--- src/rtl/rx_pingpong_dma.sv ---
module rx_pingpong_dma #(
  parameter int SLOTS      = 8,
  parameter int SLOT_BYTES = 2048,
  parameter int AW         = 32
) (
  input  logic          clk,
  input  logic          rst_n,
  input  logic          host_wr,
  input  logic [2:0]    host_addr,
  input  logic [31:0]   host_wdata,
  output logic [31:0]   host_rdata,
  input  logic          rx_valid,
  input  logic          rx_sof,
  input  logic          rx_eof,
  input  logic [7:0]    rx_data,
  output logic          mem_we,
  output logic [AW-1:0] mem_addr,
  output logic [7:0]    mem_data,
  output logic          irq
);
  localparam int CNT_W  = $clog2(SLOTS + 1);
  localparam int SLOT_W = $clog2(SLOTS);
  localparam int SB_W   = $clog2(SLOT_BYTES);
  localparam int OFF_W  = SB_W + 1;
  localparam logic [15:0] CMD_ARM  = 16'h9800;
  localparam logic [15:0] CMD_STOP = 16'h1100;
  localparam logic [15:0] CMD_LOAD = 16'h0100;
  localparam logic [31:0] CTL_HOLD = 32'h0000_8800;
  localparam logic [31:0] CTL_GO   = 32'h0000_0400;

  logic [AW-1:0]    base_q  [2];
  logic [CNT_W-1:0] cnt_q   [2];
  logic [15:0]      cmd_q   [2];
  logic [1:0]       armed_q;
  logic             act_q, hold_q, err_q, done_q, ovr_q;
  logic             in_frame, f_set;
  logic [SLOT_W-1:0] f_slot;
  logic [OFF_W-1:0]  f_off;

  wire h_set = host_addr[2];
  wire [1:0] h_reg = host_addr[1:0];

  wire start      = rx_valid && rx_sof && !in_frame;
  wire eng_on     = !hold_q && !err_q;
  wire act_ok     = armed_q[act_q] && (cnt_q[act_q] != '0);
  wire take_start = start && eng_on && act_ok;
  wire drop_start = start && eng_on && !act_ok;
  wire in_byte    = in_frame && rx_valid;
  wire byte_any   = take_start || in_byte;

  logic              b_set;
  logic [SLOT_W-1:0] b_slot;
  logic [OFF_W-1:0]  b_off;
  always_comb begin
    if (in_frame) begin
      b_set  = f_set;
      b_slot = f_slot;
      b_off  = f_off;
    end else begin
      b_set  = act_q;
      b_slot = SLOT_W'(SLOTS - int'(cnt_q[act_q]));
      b_off  = '0;
    end
  end

  wire b_ovf   = b_off[SB_W];
  wire b_write = byte_any && !b_ovf;
  wire finish  = byte_any && rx_eof && !b_ovf;
  wire [AW-1:0] b_addr = base_q[b_set] + (AW'(b_slot) << SB_W) + AW'(b_off[SB_W-1:0]);

  logic [31:0] stat;
  always_comb begin
    stat     = '0;
    stat[13] = err_q;
    stat[8]  = done_q;
    stat[4]  = act_q;
    stat[3]  = armed_q[1];
    stat[2]  = armed_q[0];
    stat[1]  = hold_q;
    stat[0]  = ovr_q;
  end

  always_comb begin
    case (h_reg)
      2'd0:    host_rdata = {16'h0, cmd_q[h_set]};
      2'd1:    host_rdata = 32'(base_q[h_set]);
      2'd2:    host_rdata = 32'(cnt_q[h_set]);
      default: host_rdata = stat;
    endcase
  end

  assign irq = done_q || err_q;

  always_ff @(posedge clk) begin
    if (!rst_n) begin
      for (int i = 0; i < 2; i++) begin
        base_q[i] <= '0;
        cnt_q[i]  <= '0;
        cmd_q[i]  <= '0;
      end
      armed_q  <= '0;
      act_q    <= 1'b0;
      hold_q   <= 1'b0;
      err_q    <= 1'b0;
      done_q   <= 1'b0;
      ovr_q    <= 1'b0;
      in_frame <= 1'b0;
      f_set    <= 1'b0;
      f_slot   <= '0;
      f_off    <= '0;
      mem_we   <= 1'b0;
      mem_addr <= '0;
      mem_data <= '0;
    end else begin
      mem_we <= b_write;
      if (b_write) begin
        mem_addr <= b_addr;
        mem_data <= rx_data;
      end
      if (take_start) begin
        in_frame <= !rx_eof;
        f_set    <= act_q;
        f_slot   <= b_slot;
        f_off    <= OFF_W'(1);
      end else if (in_byte) begin
        if (rx_eof) in_frame <= 1'b0;
        if (!b_ovf) f_off <= f_off + OFF_W'(1);
        else        err_q <= 1'b1;
      end
      if (drop_start) ovr_q <= 1'b1;
      if (finish) begin
        done_q <= 1'b1;
        cnt_q[b_set] <= cnt_q[b_set] - CNT_W'(1);
        if (cnt_q[b_set] == CNT_W'(1)) begin
          armed_q[b_set] <= 1'b0;
          act_q <= ~b_set;
        end
      end
      if (host_wr) begin
        case (h_reg)
          2'd0: begin
            cmd_q[h_set] <= host_wdata[15:0];
            if (host_wdata[15:0] == CMD_ARM) armed_q[h_set] <= 1'b1;
            else if (host_wdata[15:0] == CMD_STOP || host_wdata[15:0] == CMD_LOAD)
              armed_q[h_set] <= 1'b0;
          end
          2'd1: base_q[h_set] <= host_wdata[AW-1:0];
          2'd2: cnt_q[h_set]  <= host_wdata[CNT_W-1:0];
          default: begin
            if (host_wdata == CTL_HOLD) begin
              hold_q   <= 1'b1;
              err_q    <= 1'b0;
              done_q   <= 1'b0;
              ovr_q    <= 1'b0;
              armed_q  <= '0;
              act_q    <= 1'b0;
              in_frame <= 1'b0;
            end else if (host_wdata == CTL_GO) begin
              hold_q <= 1'b0;
            end else begin
              if (host_wdata[8]) done_q <= 1'b0;
              if (host_wdata[0]) ovr_q  <= 1'b0;
            end
          end
        endcase
      end
    end
  end

  assert_write_follows_byte_R4: assert property (@(posedge clk) disable iff (!rst_n)
    mem_we |-> ($past(rx_valid) && mem_data == $past(rx_data)));

  assert_overrun_cause_R7: assert property (@(posedge clk) disable iff (!rst_n)
    $rose(ovr_q) |-> $past(rx_valid && rx_sof));

  assert_error_cause_R8: assert property (@(posedge clk) disable iff (!rst_n)
    $rose(err_q) |-> ($past(rx_valid) && !mem_we));

  assert_switch_on_end_R6: assert property (@(posedge clk) disable iff (!rst_n)
    (act_q != $past(act_q)) |-> ($past(rx_valid && rx_eof) || $past(host_wr)));

  assert_count_rise_by_host_R5: assert property (@(posedge clk) disable iff (!rst_n)
    (cnt_q[0] > $past(cnt_q[0])) |-> $past(host_wr));

  assert_quiet_in_hold_R9: assert property (@(posedge clk) disable iff (!rst_n)
    (hold_q && $past(hold_q)) |-> !mem_we);
endmodule

--- config.mk ---
export PLATFORM = sky130hd
export DESIGN_NAME = rx_pingpong_dma
export DESIGN_NICKNAME = d
export VERILOG_FILES = /design/src/rtl/rx_pingpong_dma.sv
export SDC_FILE = /design/constraint.sdc
export NUM_CORES = 1
export LEC_CHECK = 0
export ABC_AREA = 1
export CELL_PAD_IN_SITES_DETAIL_PLACEMENT = 1
export CELL_PAD_IN_SITES_GLOBAL_PLACEMENT = 2
export CORE_AREA = 2 2 177 179
export CTS_CLUSTER_DIAMETER = 40
export DETAILED_ROUTE_END_ITERATION = 16
export DIE_AREA = 0 0 179 181
export PLACE_DENSITY_LB_ADDON = 0.1
export SLEW_MARGIN = 20
export SYNTH_ARGS = -nofsm -noshare
export SYNTH_HDL_FRONTEND = slang
export SYNTH_SLANG_ARGS = --single-unit
--- constraint.sdc ---
create_clock -name clk -period 4 [get_ports clk]
set_input_delay 0.4 -clock clk [delete_from_list [all_inputs] [get_ports clk]]
set_output_delay 0.4 -clock clk [all_outputs]
set_load 0.05 [all_outputs]
# After elaboration in Yosys (flattened, before gate mapping)
# Memory sizes are Yosys's and may differ from the RTL's. A register that Yosys moved wholly into a read port is not among the register bits.
# Cells that the tools add are included.
# totals
romBits,0
ramBits,104
ff_bits,65
mem_count,3
latch_bits,0
wordCells,162
output_inout_bits,74
input_bits,49
# memory_table
memory,words,width,rd,rd_clocked_by_memory_dff,wr,line,rtl
base_q,2,32,2,0,2,31,logic [AW-1:0] base_q [2];
cmd_q,2,16,1,0,2,33,logic [15:0] cmd_q [2];
cnt_q,2,4,3,1,2,32,logic [CNT_W-1:0] cnt_q [2];
# op_classes
div,0
n_addsub,5
magnitude_cmp,5
n_shift,0
multipliers,0
bitwise,9
muxes,81
n_reduce_logical,36
n_eq_ne,9
# ops
op,n
one-hot mux 32 bit (3 select lines),1
2-to-1 mux 1 bit,64
adder 32 x 11 -> 32 bit,1
adder 32 x 14 -> 32 bit,1
"equality test 32 x 11 -> 1 bit, second input constant",1
"equality test 32 x 16 -> 1 bit, second input constant",1
2-to-1 mux 32 bit,1
OR reduction 32 bit,1
"equality test 16 x 13 -> 1 bit, second input constant",1
"equality test 16 bit, second input constant",1
"equality test 16 x 9 -> 1 bit, second input constant",1
2-to-1 mux 16 bit,1
OR reduction 16 bit,1
2-to-1 mux 2 bit,7
logical AND 1 bit,13
"adder 12 x 1 -> 12 bit, second input constant",1
2-to-1 mux 12 bit,1
2-to-1 mux 4 bit,2
OR reduction 4 bit,2
zero test 1 bit,6
"< comparator 1 x 2 -> 1 bit, second input constant",3
AND 2 bit,2
"equality test 4 x 1 -> 1 bit, second input constant",1
NOT 1 bit,4
other kinds (19),27

# Depth between registers and ports, before layout
# Gate-level depths: netlist (run 1).
# depth
ltp_word,15
ltp_mapped,24
mapped_depth_nobuf,22

# Least setup slack after synthesis (run 1)
# Ideal clock, no wire load.
# synth_timing
kind,flip-flop to flip-flop
start,reg in_frame
end,reg mem_addr[10]
required_time_ps,3891
path_buffers,5
setup_slack_ps,876
period_less_slack_ps,3124
setup_time_ps,109
arrival_ps,3015
path_stages_with_launch,22
cell_sequence,dfxtp_1 -> buf_6 -> inv_6 -> nand2_4 -> nand2_4 -> buf_6 -> buf_6 -> buf_2 -> clkbuf_1 -> o21ai_0 -> ha_1 -> fa_1 -> nand2_1 -> nand3_1 -> nand3b_1 -> nand2_1 -> a21boi_0 -> o21ai_0 -> nand2_1 -> nand3_1 -> nand2_1 -> inv_1
# synth_between
elab_chain_len,6
word_cells_on_any_way,13
cone_classes,add/sub (2); mux (2); reduce/logical (8); memory (1)
# synth_rtl
item,line,rtl
start: declaration,36,"logic in_frame, f_set;"
start signal: assignment,121,in_frame <= !rx_eof;
"parallel branches: the longest is 6 deep, another holds memory (2 x 32 bit)",--,
end signal: assignment,117,mem_addr <= b_addr;
end: declaration,17,"output logic [AW-1:0] mem_addr,"
# Several ways; the timed one is not identified.
# A chain may end at the register's enable or synchronous reset.

# Worst setup path after layout (run 1)
# layout_timing
start,reg in_frame
end,reg mem_addr[12]
# The elaborated chain is that of the path after synthesis.

==> run metrics, run 1 <==
die area 0.0324 sq mm; sw frac 27.7%; most common flop cell mapped by yosys edfxtp_1; Final period util 85.5%; cell area after synthesis 0.00962 sq mm; kind of critical path reg -> reg; Slew @ Worst Pin 818 ps; setup ws final ~580 ps; CTS Buffer Depth 2; Worst Hold Class reg -> reg; initial core utilization around a third; post-synthesis cell count 1264; chip width 179 um; Final Total Pwr 4.26 mW; drt via density between 4 and 5; most common cell in the netlist nand2_1; Max FO, Critical Path 28; ANT nets after route 0; fin crit period between 3000 and 4000 ps; vias in the first global route 8943; share of cells above drive strength 1 roughly 8.2%; distinct cell type count after synthesis 50; clock skew 11.7 ps; EDFF count, synth 104; top post-synthesis cells by count nand2_1 (276), nor2_1 (191), inv_1 (184), edfxtp_1 (104), o21ai_0 (76); port buffer count 122; pre-CTS setup slack approximately 550 ps; worst skew pair latency 450 ps; max capacitance violation total 0; clk root buf clkbuf_16; synth warn 0; Setup crit end kind register; routability cong. 0.835; cts hold-fix bufs 0; Post-CTS Setup Inserts 0; FFs w/ async S/R, synth 0%; maximum vdd ir drop 0.000209 V; max-slew violation count 0; Clock transition at path regs 70 ps; PwrDens 361 mW/mm^2; CTS tree done; DR iter-0 viols around 500; top-area cell type share of the netlist area 32.5%; Synth area leaders edfxtp_1 (32%), dfxtp_1 (14%), nand2_1 (11%), nor2_1 (7.5%), inv_1 (7.2%); final hold viol count 0; Final Setup Violations 0; Yosys top cell by area edfxtp_1; grt ovf 0; IO Pins ~120; CP required roughly 4400 ps; all-layer global routing usage 20.9%; total length of routed wires 32800 um; fin area 0.0118 sq mm; Die Ht 181 um; initial antenna violation count 0; drt wl/cell 18.4 um; crit path launch type register; Flop pwr share a little under half; clock power share 41.2%; relative slew slack 44.9%; FMAX 0.293 GHz; Antenna Cells 0; CTS Sinks 170; drt drc 0; status finished, final reports clean; core area 0.0303 sq mm; TNS Setup 0 ps; DR pass1 iterations 5; FILL cells 3689; area post-placement 0.0112 sq mm; Sw Pwr between 1 and 1.5 mW; Avg Cell Area, Syn roughly 7.6 sq um; crit path DAT ~3800 ps; first-pass GRT wire length 51800 um; unrepaired setup endpoints after global routing false; Comb pwr share 13.0%; Post-Syn Nets 1336; register bit count reported by yosys 170; Internal between 3 and 4 mW; CTS resizes 0; largest net degree at the start of global routing 67; sequential element share of the synthesized area 46.2%; # rows 64; Max H-tree Level 4; DR vias 8719; Post-layout nets 1447; Area growth syn-to-layout 22.8%; CTS Buf Count 17; placed wire-length estimate 24500 um; LEAKAGE around 5.1 nW
## final cells by class
cell class	instances	area (sq um)	share of cell area, %
flip-flops and latches	170	4440	37.6
multi-input cells	849	4180	35.4
repair buffers	141	1350	11.5
inverters	196	741	6.27
well taps	396	495	4.20
clock buffers	18	429	3.63
clock inverters	14	166	1.41
## power groups by stage
stage | clock network (mW) | registers, mW | logic, mW
5_1_grt | 1.86 | 1.96 | 0.607
6_report | 1.76 | 1.95 | 0.554
4_1_cts | 1.79 | 1.95 | 0.559
3_3_place_gp | 0 | 1.99 | 0.554
2_1_floorplan | 0 | 1.98 | 0.330
3_5_place_dp | 0 | 1.99 | 0.556
## per-layer routing
layer | up-vias | GRT usage, % | part of all wire (%)
li1 | 4337 | - | -
met1 | 4192 | 29.8 | 50
met2 | 165 | 34.0 | 45
met3 | 25 | 2.69 | 3.7
met4 | 0 | 4.03 | 1.2
met5 | - | 0 | 0
## cell families (layout without fill, tap and decap cells)
group,Yosys count,after routing,share of synthesized area [%]
and+or+nand+nor,591,591,25.9
buffers and inverters,245,369,10.4
AOI/OAI and AO/OA,218,218,12.9
DFF,170,170,46.2
adders and majority gates,23,23,3.07
xor gates and xnor gates,17,17,1.55
## metrics by stage
step,hold slack [ps],instances,util (%)
after detailed placement,454,1752,37.0
after floorplan,425,1264,-
after global placement,442,1752,37.0
after global routing,490,1784,38.9
final,463,1784,38.9
after CTS,466,1784,38.9
## flip-flops by register name (all words and copies together), names as in the netlist, named ones only
signal,cells
in_frame,1
done_q,1
mem_we,1
cnt_q,8
f_set,1
mem_addr,32
armed_q,2
act_q,1
f_slot,3
ovr_q,1
f_off,12
mem_data,8
err_q,1
base_q,64
cmd_q,32
hold_q,1
## critical path: stages, from the launching register on
cell      delay, ps
dfxtp_1         490
nand2_2         250
nand2_4         310
o21ai_0         170
ha_1            260
fa_1            430
nand2_1          80
nand3_1          80
nand3b_1        180
nand2_1         120
a21boi_0        470
o21ai_0         160
nand2_1          80
nand3_1          90
nand2_1          90
inv_1            40
## final timing paths
kind             start  slack (ps)           end  cells after the start
max           in_frame         580  mem_addr[12]                     15
min          f_slot[2]         460     f_slot[2]                      2
max reg2reg   in_frame         580  mem_addr[12]                     15
min reg2reg  f_slot[2]         460     f_slot[2]                      2
## cell usage in the layout, fill, tap and decap left out, types with 4 or more instances in the layout
cell type,instances
a211oi_1,4
a21oi_1,74
a221oi_1,5
a31oi_1,11
buf_12,5
buf_4,43
clkbuf_16,17
clkdlybuf4s50_1,93
clkinv_1,7
dfxtp_1,66
edfxtp_1,104
ha_1,22
inv_1,184
inv_2,6
inv_6,5
nand2_1,276
nand2_2,8
nand3_1,57
nand3_2,4
nand3b_1,4
nand4_1,21
nor2_1,191
nor2_2,5
nor3_1,14
o211ai_1,17
o21ai_0,76
o21ai_1,5
o22ai_1,9
xnor2_1,8
xor2_1,9
Power figures use the tool's default switching activity.
==> run 2: changes to the inputs <==
--- a/config.mk
+++ b/config.mk
@@ -13,6 +13,7 @@
 export DETAILED_ROUTE_END_ITERATION = 16
 export DIE_AREA = 0 0 179 181
 export PLACE_DENSITY_LB_ADDON = 0.1
+export SKIP_CTS_REPAIR_TIMING = 1
 export SLEW_MARGIN = 20
 export SYNTH_ARGS = -nofsm -noshare
 export SYNTH_HDL_FRONTEND = slang
==> constraint.sdc (replaced) <==
create_clock -name clk -period 3.73 [get_ports clk]
set_input_delay 0.373 -clock clk [delete_from_list [all_inputs] [get_ports clk]]
set_output_delay 0.373 -clock clk [all_outputs]
set_load 0.05 [all_outputs]
==> run metrics, run 2 (same netlist as run 1, synthesis figures left out) <==
status finished, final reports clean; multi-input logic area 0.00418 sq mm (unchanged); max reg flops 64 (unchanged); Worst Hold Class reg -> reg; initial antenna violation count 0 (unchanged); pre-CTS setup slack 404 ps (-149 ps); Reg2Reg Setup Slack 380 ps (-200 ps); max capacitance violation total 0 (unchanged); CTS Buffer Depth 2 (unchanged); CTS Sinks 170 (unchanged); Area growth syn-to-layout 23.1%; DR iter-0 viols 399 (-20%); CP bufs+invs 2 (+1); first-pass GRT wire length 51200 um (-0.97%); largest registers base_q (64), cmd_q (32), mem_addr (32); Max H-tree Level 4 (unchanged); placed wire-length estimate 24600 um (+0.32%); CP top delay family simple AND/OR/NAND/NOR gates; kind of critical path reg -> reg; clk root buf clkbuf_16; Biggest register base_q; die area 0.0324 sq mm (unchanged); CTS tree done; Hold Slack 458 ps (-5.50 ps); Worst Hold Endpoint f_slot[2]; chip width 179 um (unchanged); routability cong. 0.787 (-5.8%); TNS Setup 0 ps (unchanged); most frequent CP cell nand2_1; Sw Pwr 1.26 mW (+6.9%); Clock transition at path regs 70 ps (about the same); core area 0.0303 sq mm (unchanged); # rows 64 (unchanged); clock skew 11.8 ps (+0.00880 ps); total length of routed wires 32700 um (-0.50%); maximum vdd ir drop 0.000285 V (+36%); vias in the first global route 8838 (-1.2%); all-layer global routing usage 20.8% (-0.10 points); ANT nets after route 0 (unchanged); fin crit period 3350 ps (-69.3 ps); sw frac 28.0% (+0.33 points); CP cell instances nand2_2 > nand2_4 > o21ai_0 > buf_4 > ha_1 > fa_1 > nand2_1 > nand3_1 > nand3b_1 > nand2_1 > a21boi_0 > o21ai_0 > nand2_1 > nand3_1 > nand2_1 > inv_1; worst hold start f_slot[2]; drt via density 4.83 (-1.1%); Setup crit end kind register; Final period util 89.8% (+4.3 points); crit path launch type register; PwrDens 380 mW/mm^2 (+5.3%); register area 0.00444 sq mm (unchanged); most common cell after layout, fill and taps aside nand2_1; FILL cells 3663 (-0.70%); DP Cell Count 1756 (+0.23%); reg2reg start in_frame; Slew @ Worst Pin 796 ps (-22.7 ps); relative slew slack 46.8% (+2.0 points); crit path DAT 3690 ps (-70 ps); LEAKAGE 5.09 nW (+0.37%); port buffer count 122 (unchanged); CP max stage delay 480 ps (about the same); share of cells above drive strength 1 8.70% (+0.49 points); Max FO, Critical Path 20 (-29%); Flop pwr share 46.5% (+0.7 points); Internal 3.24 mW (+5.1%); Final Setup Violations 0 (unchanged); r2r worst-path depth 16 (+1); worst skew pair latency 440 ps (about the same); largest net degree at the start of global routing 67 (unchanged); Antenna Cells 0 (unchanged); CP required 4070 ps (-280 ps); drt wl/cell 18.3 um (-0.66%); clock power share 40.1% (-1.1 points); max-slew violation count 0 (unchanged); FMAX 0.299 GHz (+2.1%); Die Ht 181 um (unchanged); grt ovf 0 (unchanged); Post-layout nets 1451 (+0.28%); DR pass1 iterations 4 (-1); DR vias 8637 (-0.94%); final non-filler cell total 1787 (+0.17%); leading cell types in the layout, fill and taps excluded nand2_1 (276), nor2_1 (191), inv_1 (184), edfxtp_1 (104), clkdlybuf4s50_1 (90); reg-to-reg endpoint mem_addr[10]; setup ws final 381 ps (-201 ps); unrepaired setup endpoints after global routing false; CTS Buf Count 17 (unchanged); post-layout util 39.0% (+0.12 points); worst hold path depth 2 (unchanged); final hold viol count 0 (unchanged); IO Pins 123 (unchanged); initial core utilization 31.7% (unchanged); drt drc 0 (unchanged); slowest cell on the critical path a21boi_0; Comb pwr share 13.4% (+0.4 points)
run 2: worst max path at each step:
stage	from	to	slack (ps)	cells past startpoint
2_1_floorplan	in_frame	mem_addr[10]	610	21
3_3_place_gp	rx_valid	cnt_q[0][0]	400	9
3_5_place_dp	in_frame	mem_addr[10]	400	16
4_1_cts	in_frame	mem_addr[10]	380	16
5_1_grt	in_frame	mem_addr[12]	40	16
6_report	in_frame	mem_addr[10]	380	16
run 2: routing by layer:
layer  part of all wire (%)  routed length, um  vias to the layer above  track usage (%)
met4                    1.2                402                        0             5.04
met5                      0                  0                        -                0
met3                    3.8               1230                       24             3.07
met1                     48              15800                     4111             28.9
met2                     47              15200                      172             33.9
li1                       -                  -                     4330                -
run 2: final cells by class:
type                            count  share of cell area (%)
Clock buffer                       17                    3.59
Clock inverter                     14                    1.25
Inverter                          196                    6.25
Multi-Input combinational cell    849                    35.3
Sequential cell                   170                    37.5
Tap cell                          396                    4.18
Timing Repair Buffer              145                    11.9
run 2: stage by stage:
stage	instance area [sq um]	total power, mW
2_1_floorplan	9620	2.48
3_3_place_gp	11300	2.74
3_5_place_dp	11300	2.74
4_1_cts	11800	4.55
5_1_grt	11800	4.67
6_report	11800	4.50
run 2: power groups by stage:
stage	clock [mW]	sequential [mW]	combinational, mW
2_1_floorplan	0	2.12	0.354
3_3_place_gp	0	2.13	0.603
3_5_place_dp	0	2.14	0.605
4_1_cts	1.85	2.09	0.607
5_1_grt	1.92	2.10	0.656
6_report	1.81	2.09	0.601
run 2: tightest hold or removal path: stages, from the launching register on:
cell,delay (ps)
dfxtp_1,300
inv_1,60
a21oi_1,60
==> run 3: changes to the inputs <==
--- a/config.mk
+++ b/config.mk
@@ -12,7 +12,7 @@
 export CTS_CLUSTER_DIAMETER = 40
 export DETAILED_ROUTE_END_ITERATION = 16
 export DIE_AREA = 0 0 179 181
-export PLACE_DENSITY_LB_ADDON = 0.1
+export PLACE_DENSITY = 0.78
 export SKIP_CTS_REPAIR_TIMING = 1
 export SLEW_MARGIN = 20
 export SYNTH_ARGS = -nofsm -noshare
==> run metrics, run 3 (same netlist as run 1, synthesis figures left out) <==
status finished, final reports clean; CP required 4080 ps (about the same); Setup crit end kind register; unrepaired setup endpoints after global routing false; clock skew 13.0 ps (+1.25 ps); Hold Slack 456 ps (-1.42 ps); kind of critical path reg -> reg; DR pass1 iterations 5 (+1); Area growth syn-to-layout 23.2% (about the same); Internal 3.25 mW (+0.37%); die area 0.0324 sq mm (unchanged); core area 0.0303 sq mm (unchanged); CP max stage delay 470 ps (about the same); drt drc 0 (unchanged); Antenna Cells 0 (unchanged); most frequent CP cell nand2_1; most common cell after layout, fill and taps aside nand2_1; IO Pins 123 (unchanged); Slew @ Worst Pin 751 ps (-45.0 ps); LEAKAGE 5.10 nW (about the same); Worst Hold Class reg -> reg; share of cells above drive strength 1 8.84% (+0.14 points); first-pass GRT wire length 50300 um (-1.8%); initial core utilization 31.7% (unchanged); Clock transition at path regs 80 ps (about the same); Sw Pwr 1.29 mW (+2.1%); crit path DAT 3650 ps (-40 ps); placed wire-length estimate 24200 um (-1.4%); CP cell instances nand2_2 > nand2_4 > o21ai_0 > ha_1 > fa_1 > nand2_1 > nand3_1 > nand3b_1 > nand2_1 > a21boi_0 > o21ai_0 > nand2_1 > nand3_1 > nand2_1 > inv_1; clk root buf clkbuf_16; TNS Setup 0 ps (unchanged); drt wl/cell 17.9 um (-1.8%); fin crit period 3300 ps (-49.8 ps); largest net degree at the start of global routing 67 (unchanged); busiest grt layer met2; CTS tree done; Max FO, Critical Path 40 (+100%); Biggest register base_q; Final Setup Violations 0 (unchanged); final non-filler cell total 1787 (unchanged); largest registers base_q (64), cmd_q (32), mem_addr (32); leading cell types in the layout, fill and taps excluded nand2_1 (276), nor2_1 (191), inv_1 (184), edfxtp_1 (104), clkdlybuf4s50_1 (90); initial antenna violation count 0 (unchanged); Comb pwr share 13.2% (-0.2 points); area post-placement 0.0113 sq mm (-0.18%); CTS Buf Count 17 (unchanged); DP Cell Count 1755 (-0.057%); FMAX 0.303 GHz (+1.5%); all-layer global routing usage 20.3% (-0.52 points); DR iter-0 viols 497 (+25%); worst skew pair latency 440 ps (about the same); CTS Sinks 170 (unchanged); slowest cell on the critical path a21boi_0; total length of routed wires 32100 um (-1.8%); ANT nets after route 0 (unchanged); sw frac 28.4% (+0.35 points); PwrDens 383 mW/mm^2 (+0.84%); fin area 0.0119 sq mm (about the same); clock power share 40.7% (+0.6 points); CTS Buffer Depth 2 (unchanged); drt via density 4.88 (+0.91%); chip width 179 um (unchanged); Post-layout nets 1450 (-0.069%); maximum vdd ir drop 0.000253 V (-11%); DR vias 8716 (+0.91%); Max H-tree Level 4 (unchanged); max-slew violation count 0 (unchanged); routability cong. 0.821 (+4.4%); vias in the first global route 8888 (+0.57%); final hold viol count 0 (unchanged); crit path launch type register; max reg flops 64 (unchanged); grt ovf 0 (unchanged); met3 usage 3.09% (+0.021 points); Die Ht 181 um (unchanged); met2 Usage GRT 33.1% (-0.80 points); Final period util 88.4% (-1.3 points); relative slew slack 49.8% (+3.0 points); FILL cells 3713 (+1.4%); max capacitance violation total 0 (unchanged); Flop pwr share 46.1% (-0.4 points); port buffer count 122 (unchanged); M1 GR Usage 28.0% (-0.97 points); # rows 64 (unchanged)
## run 3: stage by stage
stage	setup WS (ps)	total power [mW]	utilization [%]
6_report	431	4.54	39.0
5_1_grt	20.3	4.71	39.0
4_1_cts	383	4.58	39.0
3_5_place_dp	387	2.74	37.1
3_3_place_gp	542	2.73	37.1
2_1_floorplan	606	2.48	-
## run 3: final timing paths
path,start,to,slack [ps],cells past startpoint
setup reg to reg,in_frame,mem_addr[10],430,15
hold reg to reg,f_slot[2],f_slot[2],460,2
hold / removal,f_slot[2],f_slot[2],460,2
setup / recovery,in_frame,mem_addr[10],430,15
## run 3: cell type report
type / count / area, sq um / share of cell area [%]
Inverter: 196 / 741 / 6.25
Timing Repair Buffer: 144 / 1390 / 11.8
Clock buffer: 17 / 425 / 3.59
Tap cell: 396 / 495 / 4.18
Multi-Input combinational cell: 849 / 4180 / 35.3
Clock inverter: 15 / 170 / 1.44
Sequential cell: 170 / 4440 / 37.5
## run 3: critical path, delay by kind of cell (launching register included)
kind / cells / cell delay (ps)
buffers and inverters: 1 / 30
AND/OR/NAND/NOR: 9 / 1240
flip-flops: 1 / 450
AO/OA/AOI/OAI: 3 / 820
adder cells (fa/ha/maj): 2 / 670
## run 3: power groups by stage
stage,registers (mW),clock network (mW),logic (mW)
2_1_floorplan,2.12,0,0.354
3_3_place_gp,2.13,0,0.597
3_5_place_dp,2.14,0,0.600
4_1_cts,2.09,1.88,0.604
5_1_grt,2.10,1.96,0.651
6_report,2.09,1.85,0.598
## run 3: layer usage
metal	part of all wire, %	vias to the layer above
li1	-	4331
met1	47	4182
met2	47	172
met3	4.0	31
met4	1.5	0
met5	0	-
